===== src/rtl/wlut_pkg.sv =====
package wlut_pkg;

  typedef enum logic [1:0] {
    MODE_LUT   = 2'd0,
    MODE_RAM   = 2'd1,
    MODE_SHIFT = 2'd2,
    MODE_DUAL  = 2'd3
  } wlut_mode_e;

  typedef struct packed {
    logic a_cfg_we;
    logic b_cfg_we;
    logic a_wr_en;
    logic a_sh_en;
    logic b_wr_en;
  } wlut_ctl_t;

endpackage


===== src/rtl/wlut_ctrl.sv =====
module wlut_ctrl
  import wlut_pkg::*;
(
  input  wlut_mode_e mode,
  input  logic       we,
  input  logic       cfg_en,
  input  logic       cfg_cell,
  output wlut_ctl_t  ctl
);

  logic user_ok;

  // Configuration owns the cycle; user writes proceed only without it.
  assign user_ok = we & ~cfg_en;

  always_comb begin
    ctl          = '0;
    ctl.a_cfg_we = cfg_en & ~cfg_cell;
    ctl.b_cfg_we = cfg_en &  cfg_cell;
    unique case (mode)
      MODE_LUT:   ;
      MODE_RAM:   ctl.a_wr_en = user_ok;
      MODE_SHIFT: ctl.a_sh_en = user_ok;
      MODE_DUAL: begin
        ctl.a_wr_en = user_ok;
        ctl.b_wr_en = user_ok;
      end
      default:    ;
    endcase
  end

endmodule


===== src/rtl/wlut_store.sv =====
module wlut_store #(
  parameter int ADDR_W    = 6,
  parameter int SHIFT_LEN = 32
) (
  input  logic                     clk,
  input  logic                     rst_n,
  input  logic                     cfg_we,
  input  logic [ADDR_W-1:0]        cfg_addr,
  input  logic                     cfg_bit,
  input  logic                     wr_en,
  input  logic [ADDR_W-1:0]        wr_addr,
  input  logic                     wr_bit,
  input  logic                     sh_en,
  input  logic                     sh_in,
  output logic [(1<<ADDR_W)-1:0]   bits
);

  localparam int DEPTH = 1 << ADDR_W;

  logic [DEPTH-1:0]     nxt;
  logic [SHIFT_LEN-1:0] shifted;

  generate
    if (SHIFT_LEN > 1) begin : g_chain
      assign shifted = {bits[SHIFT_LEN-2:0], sh_in};
    end else begin : g_single
      assign shifted = sh_in;
    end
  endgenerate

  always_comb begin
    nxt = bits;
    if (cfg_we) begin
      nxt[cfg_addr] = cfg_bit;
    end else if (sh_en) begin
      nxt[SHIFT_LEN-1:0] = shifted;
    end else if (wr_en) begin
      nxt[wr_addr] = wr_bit;
    end
  end

  always_ff @(posedge clk or negedge rst_n) begin
    if (!rst_n) bits <= '0;
    else        bits <= nxt;
  end

endmodule


===== src/rtl/wlut_read.sv =====
module wlut_read #(
  parameter int ADDR_W = 6
) (
  input  logic [(1<<ADDR_W)-1:0] bits,
  input  logic [ADDR_W-1:0]      addr,
  output logic                   full,
  output logic                   half
);

  assign full = bits[addr];
  assign half = bits[{1'b0, addr[ADDR_W-2:0]}];

endmodule


===== src/rtl/wlut_pair.sv =====
module wlut_pair #(
  parameter int ADDR_W = 6
) (
  input  logic              clk,
  input  logic              rst_n,
  input  logic [1:0]        mode,
  input  logic [ADDR_W-1:0] addr_a,
  input  logic [ADDR_W-1:0] addr_b,
  input  logic              we,
  input  logic              wdata,
  input  logic              shift_in,
  input  logic              cfg_en,
  input  logic              cfg_cell,
  input  logic [ADDR_W-1:0] cfg_addr,
  input  logic              cfg_bit,
  output logic              out_a,
  output logic              out_a5,
  output logic              out_b,
  output logic              shift_out
);
  import wlut_pkg::*;

  localparam int DEPTH     = 1 << ADDR_W;
  localparam int SHIFT_LEN = DEPTH / 2;

  wlut_mode_e       mode_e;
  wlut_ctl_t        ctl;
  logic [DEPTH-1:0] bits_a;
  logic [DEPTH-1:0] bits_b;
  logic [ADDR_W-1:0] rd_addr_a;
  logic             b_half_unused;

  assign mode_e = wlut_mode_e'(mode);

  wlut_ctrl u_ctrl (
    .mode     (mode_e),
    .we       (we),
    .cfg_en   (cfg_en),
    .cfg_cell (cfg_cell),
    .ctl      (ctl)
  );

  wlut_store #(.ADDR_W(ADDR_W), .SHIFT_LEN(SHIFT_LEN)) u_store_a (
    .clk      (clk),
    .rst_n    (rst_n),
    .cfg_we   (ctl.a_cfg_we),
    .cfg_addr (cfg_addr),
    .cfg_bit  (cfg_bit),
    .wr_en    (ctl.a_wr_en),
    .wr_addr  (addr_a),
    .wr_bit   (wdata),
    .sh_en    (ctl.a_sh_en),
    .sh_in    (shift_in),
    .bits     (bits_a)
  );

  wlut_store #(.ADDR_W(ADDR_W), .SHIFT_LEN(SHIFT_LEN)) u_store_b (
    .clk      (clk),
    .rst_n    (rst_n),
    .cfg_we   (ctl.b_cfg_we),
    .cfg_addr (cfg_addr),
    .cfg_bit  (cfg_bit),
    .wr_en    (ctl.b_wr_en),
    .wr_addr  (addr_a),
    .wr_bit   (wdata),
    .sh_en    (1'b0),
    .sh_in    (1'b0),
    .bits     (bits_b)
  );

  // In shift mode the top address bit is dropped: the tap stays in the chain.
  assign rd_addr_a = (mode_e == MODE_SHIFT) ? {1'b0, addr_a[ADDR_W-2:0]} : addr_a;

  wlut_read #(.ADDR_W(ADDR_W)) u_read_a (
    .bits (bits_a),
    .addr (rd_addr_a),
    .full (out_a),
    .half ()
  );

  wlut_read #(.ADDR_W(ADDR_W)) u_read_a5 (
    .bits (bits_a),
    .addr (addr_a),
    .full (),
    .half (out_a5)
  );

  wlut_read #(.ADDR_W(ADDR_W)) u_read_b (
    .bits (bits_b),
    .addr (addr_b),
    .full (out_b),
    .half (b_half_unused)
  );

  assign shift_out = bits_a[SHIFT_LEN-1];

endmodule


===== config.mk =====
export PLATFORM = sky130hd
export DESIGN_NAME = wlut_pair
export DESIGN_NICKNAME = d
export VERILOG_FILES = /design/src/rtl/wlut_pkg.sv /design/src/rtl/wlut_ctrl.sv /design/src/rtl/wlut_store.sv /design/src/rtl/wlut_read.sv /design/src/rtl/wlut_pair.sv
export SDC_FILE = /design/constraint.sdc
export NUM_CORES = 1
export LEC_CHECK = 0
export BUFFER_PORTS_ARGS = -buffer_cell sky130_fd_sc_hd__buf_2
export CORE_MARGIN = 5
export CORE_UTILIZATION = 30
export DETAILED_ROUTE_END_ITERATION = 10
export SETUP_SLACK_MARGIN = 0.5
export SLEW_MARGIN = 20
export SYNTH_ARGS = -nofsm -noshare
export SYNTH_HDL_FRONTEND = slang
export SYNTH_SLANG_ARGS = --single-unit

===== constraint.sdc =====
create_clock -name clk -period 3.8 [get_ports clk]
set_input_delay 0 -clock clk [delete_from_list [all_inputs] [get_ports clk]]
set_output_delay 0 -clock clk [all_outputs]
set_load 0.01 [all_outputs]

==> flow_metrics.env <==
export IMPL_status="finished clean"
export IMPL_synth_top_family_by_area="compound AO/OA/AOI/OAI gates"
export IMPL_synthMuxAreaShare_pct=10.6
export IMPL_yosys_top_cells_area="dfrtp_1, o22ai_1, nand2_1"
export IMPL_layoutNonFillerInstCount=1419
export IMPL_detailroute_via_count=9317
export IMPL_cts_setup_buffers=0
export IMPL_crit_path_cell_trace="buf_2, nor2b_1, and2_1, a221oi_1, a32o_1, a211oi_2, a221o_1, buf_2"
export IMPL_cts_tree="yes"
export IMPL_grt_met1_usage_pct=27.1
export IMPL_cpPeakStageDelay_ns=0.57
export IMPL_design_power_total_w=0.00410
export IMPL_grt_pass1_vias=8913
export IMPL_syn_cell_area_um2=9200
export IMPL_ios=32
export IMPL_synth_top_area_share_pct=34.8
export IMPL_grtUsageMet3_pct=4.62
export IMPL_hold_class="primary input to flip-flop"
export IMPL_overflow=0
export IMPL_cp_data_arrival_time_ns=2.46
export IMPL_place_congestion=0.971
export IMPL_ys_seq_elements=128
export IMPL_antenna_found_initial=1
export IMPL_worst_r2r_path_depth=3
export IMPL_coreArea_um2=30400
export IMPL_worst_setup_path_type="primary input to output pin"
export IMPL_syn_instance_count=1037
export IMPL_synthAdderAreaFrac_pct=0
export IMPL_dp_hpwl_mm=23.9
export IMPL_clock_sinks=128
export IMPL_synth_avg_cell_area_um2=8.87
export IMPL_crit_path_top_delay_cell="and2_1"
export IMPL_area_growth_pct=10.5
export IMPL_synth_area_leader_cell="dfrtp_1"
export IMPL_max_freq_ghz=0.407
export IMPL_ys_seq_area_share_pct=34.8
export IMPL_die_h_um=185
export IMPL_final_core_util_pct=33.4
export IMPL_drtIter0Drc=1160
export IMPL_route_detailed_drc=0
export IMPL_grtUsageTotal_pct=20.6
export IMPL_setup_tns_ns=0
export IMPL_cts_inserted_buffers=17
export IMPL_dp_cells=1387
export IMPL_critPathCaptureType="output pin"
export IMPL_start_kind="primary input"
export IMPL_synth_compound_area_share_pct=34.5
export IMPL_port_buffers=31
export IMPL_ys_warn_count=0
export IMPL_grt_busiest_layer="met2"
export IMPL_synth_xor_area_share_pct=0
export IMPL_cp_max_fo=31
export IMPL_p_int_w=0.00292
export IMPL_setup_viol=0
export IMPL_fin_nets=1039
export IMPL_die_w_um=185
export IMPL_comb_power_share_pct=16.4
export IMPL_hold_violations=0
export IMPL_drt_total_wl_mm=35.5
export IMPL_use_met2_pct=32.5
export IMPL_dieArea_um2=34300
export IMPL_hold_path_depth=4
export IMPL_cp_common_cell="buf_2"
export IMPL_synth_edff_count=0
export IMPL_antenna_left=0
export IMPL_synth_most_common_cell="nand2_1"
export IMPL_initial_core_util_pct=30.2
export IMPL_clk_pin_slew_ns=0.06
export IMPL_viasPerCell=6.57
export IMPL_n_antenna_cell=0
export IMPL_post_route_period_util_pct=64.7
export IMPL_first_pass_iters=7
export IMPL_clkPwrFrac_pct=43.7
export IMPL_ir_drop_v=0.000345
export IMPL_grt_pass1_wl_mm=54.6
export IMPL_ys_types=62
export IMPL_htreeDepth=4
export IMPL_p_seq_share_pct=39.8
export IMPL_layout_min_cycle_time_ns=2.46
export IMPL_maxCapViolCount=0
export IMPL_power_density_nw_per_um2=403
export IMPL_switching_share_pct=28.7
export IMPL_grt_max_degree=79
export IMPL_clkLatencyLatePin_ns=0.43
export IMPL_num_rows=64
export IMPL_synth_simple_area_share_pct=14.6
export IMPL_rsz0062_at_grt="no"
export IMPL_worst_pin_slew_ns=0.951
export IMPL_finalClockSkew_ns=0.00813
export IMPL_leakagePower_nw=3.74
export IMPL_slew_viol_final=0
export IMPL_netSwitchingPower_w=0.00118
export IMPL_ys_flop_type="dfrtp_1"
export IMPL_wl_per_cell_um=25.0
export IMPL_cts_root_buffer="clkbuf_16"
export IMPL_clockBufferDepth=2
export IMPL_crit_required_ns=3.80
export IMPL_syn_nets=1065
export IMPL_drive_above_1_share_pct=14.4
export IMPL_postSynth_asyncResetShare_pct=100
export IMPL_r2r_slack_ns=2.61
export IMPL_slew_headroom_pct=36.4
export IMPL_synth_common_cells="nand2_1, dfrtp_1, o22ai_1"
==> per-layer routing <==
| metal | vias to the layer above | share of wire [%] |
|---|---|---|
| met3 | 135 | 9.7 |
| met5 | - | 0.045 |
| met2 | 602 | 45 |
| met4 | 2 | 5.1 |
| li1 | 4045 | - |
| met1 | 4533 | 40 |
==> cells by family (layout without fill, tap and decap cells) <==
family / count (synthesis) / in the layout
buffers and inverters: 100 / 86
AO/OA/AOI/OAI: 449 / 449
AND/OR/NAND/NOR: 283 / 283
flip-flops: 128 / 128
multiplexers: 77 / 77
==> power by group through the flow <==
stage,Combinational (W),Sequential [W],Clock (W)
global route,0.000724,0.00165,0.00187
finish,0.000674,0.00163,0.00179
CTS,0.000664,0.00163,0.00181
global placement,0.000652,0.00166,0
detailed placement,0.000660,0.00165,0
floorplan,0.000460,0.00161,0
==> critical path: cells and delay by family <==
kind | cells | cell delay, ns
AOI/OAI and AO/OA | 4 | 0.95
buffers and inverters | 2 | 0.65
and+or+nand+nor | 2 | 0.85
==> final timing paths <==
path / start / to
worst max-delay path: addr_a[2] / out_a
worst min-delay path: shift_in / u_store_a.bits[0]$_DFFE_PN0P_
worst max register to register: u_store_a.bits[28]$_DFFE_PN0P_ / u_store_a.bits[29]$_DFFE_PN0P_
worst min register to register: u_store_b.bits[57]$_DFFE_PN0P_ / u_store_b.bits[57]$_DFFE_PN0P_
max in group asynchronous: rst_n / u_store_a.bits[2]$_DFFE_PN0P_
min in group asynchronous: rst_n / u_store_b.bits[41]$_DFFE_PN0P_
==> registers in the layout, indices dropped and copies added (netlist names) <==
register	count
u_store_b.bits	64
u_store_a.bits	64
==> layout make-up <==
class	count	area (um^2)
flip-flops and latches	128	3200
clock inverters	9	155
clock buffers	22	474
well taps	396	495
multi-input cells	809	5500
fillers	3180	20300
inverters	3	11.3
repair buffers	52	322
==> through the flow <==
stage / hold WS, ns / cell area [um^2] / setup slack [ns]
2_1_floorplan: -0.296 / 9200 / 2.16
3_3_place_gp: 0.107 / 9520 / 1.39
3_5_place_dp: 0.111 / 9520 / 1.31
4_1_cts: 0.0697 / 10200 / 1.39
5_1_grt: 0.113 / 10200 / 1.19
6_report: 0.0670 / 10200 / 1.34
==> cell usage in the layout (no fill, tap or decap), types with 4 or more instances in the layout <==
master,count
a211oi_1,5
a21o_1,6
a21oi_1,44
a221oi_1,22
a22o_1,5
a22oi_1,14
a31oi_1,9
a32oi_1,15
and2_1,13
and3_1,10
and3b_1,4
buf_2,30
buf_4,20
bufinv_16,4
clkbuf_16,17
dfrtp_1,128
mux2_2,39
mux2i_1,28
mux4_1,7
nand2_1,155
nand2b_1,6
nand3_1,14
nand4_1,4
nor2_1,31
nor2_2,5
nor2b_1,5
nor3_1,6
nor3b_2,4
o21a_1,66
o21ai_0,49
o221ai_1,66
o22a_1,13
o22ai_1,109
o31ai_1,9
or2_2,4
==> what timing repair did <==
item / CTS / global route
hold endpoints to repair: 76 / 0
hold buffers: 1 / 0
resized for setup: 0 / 0
(Power assumes the default switching activity.)
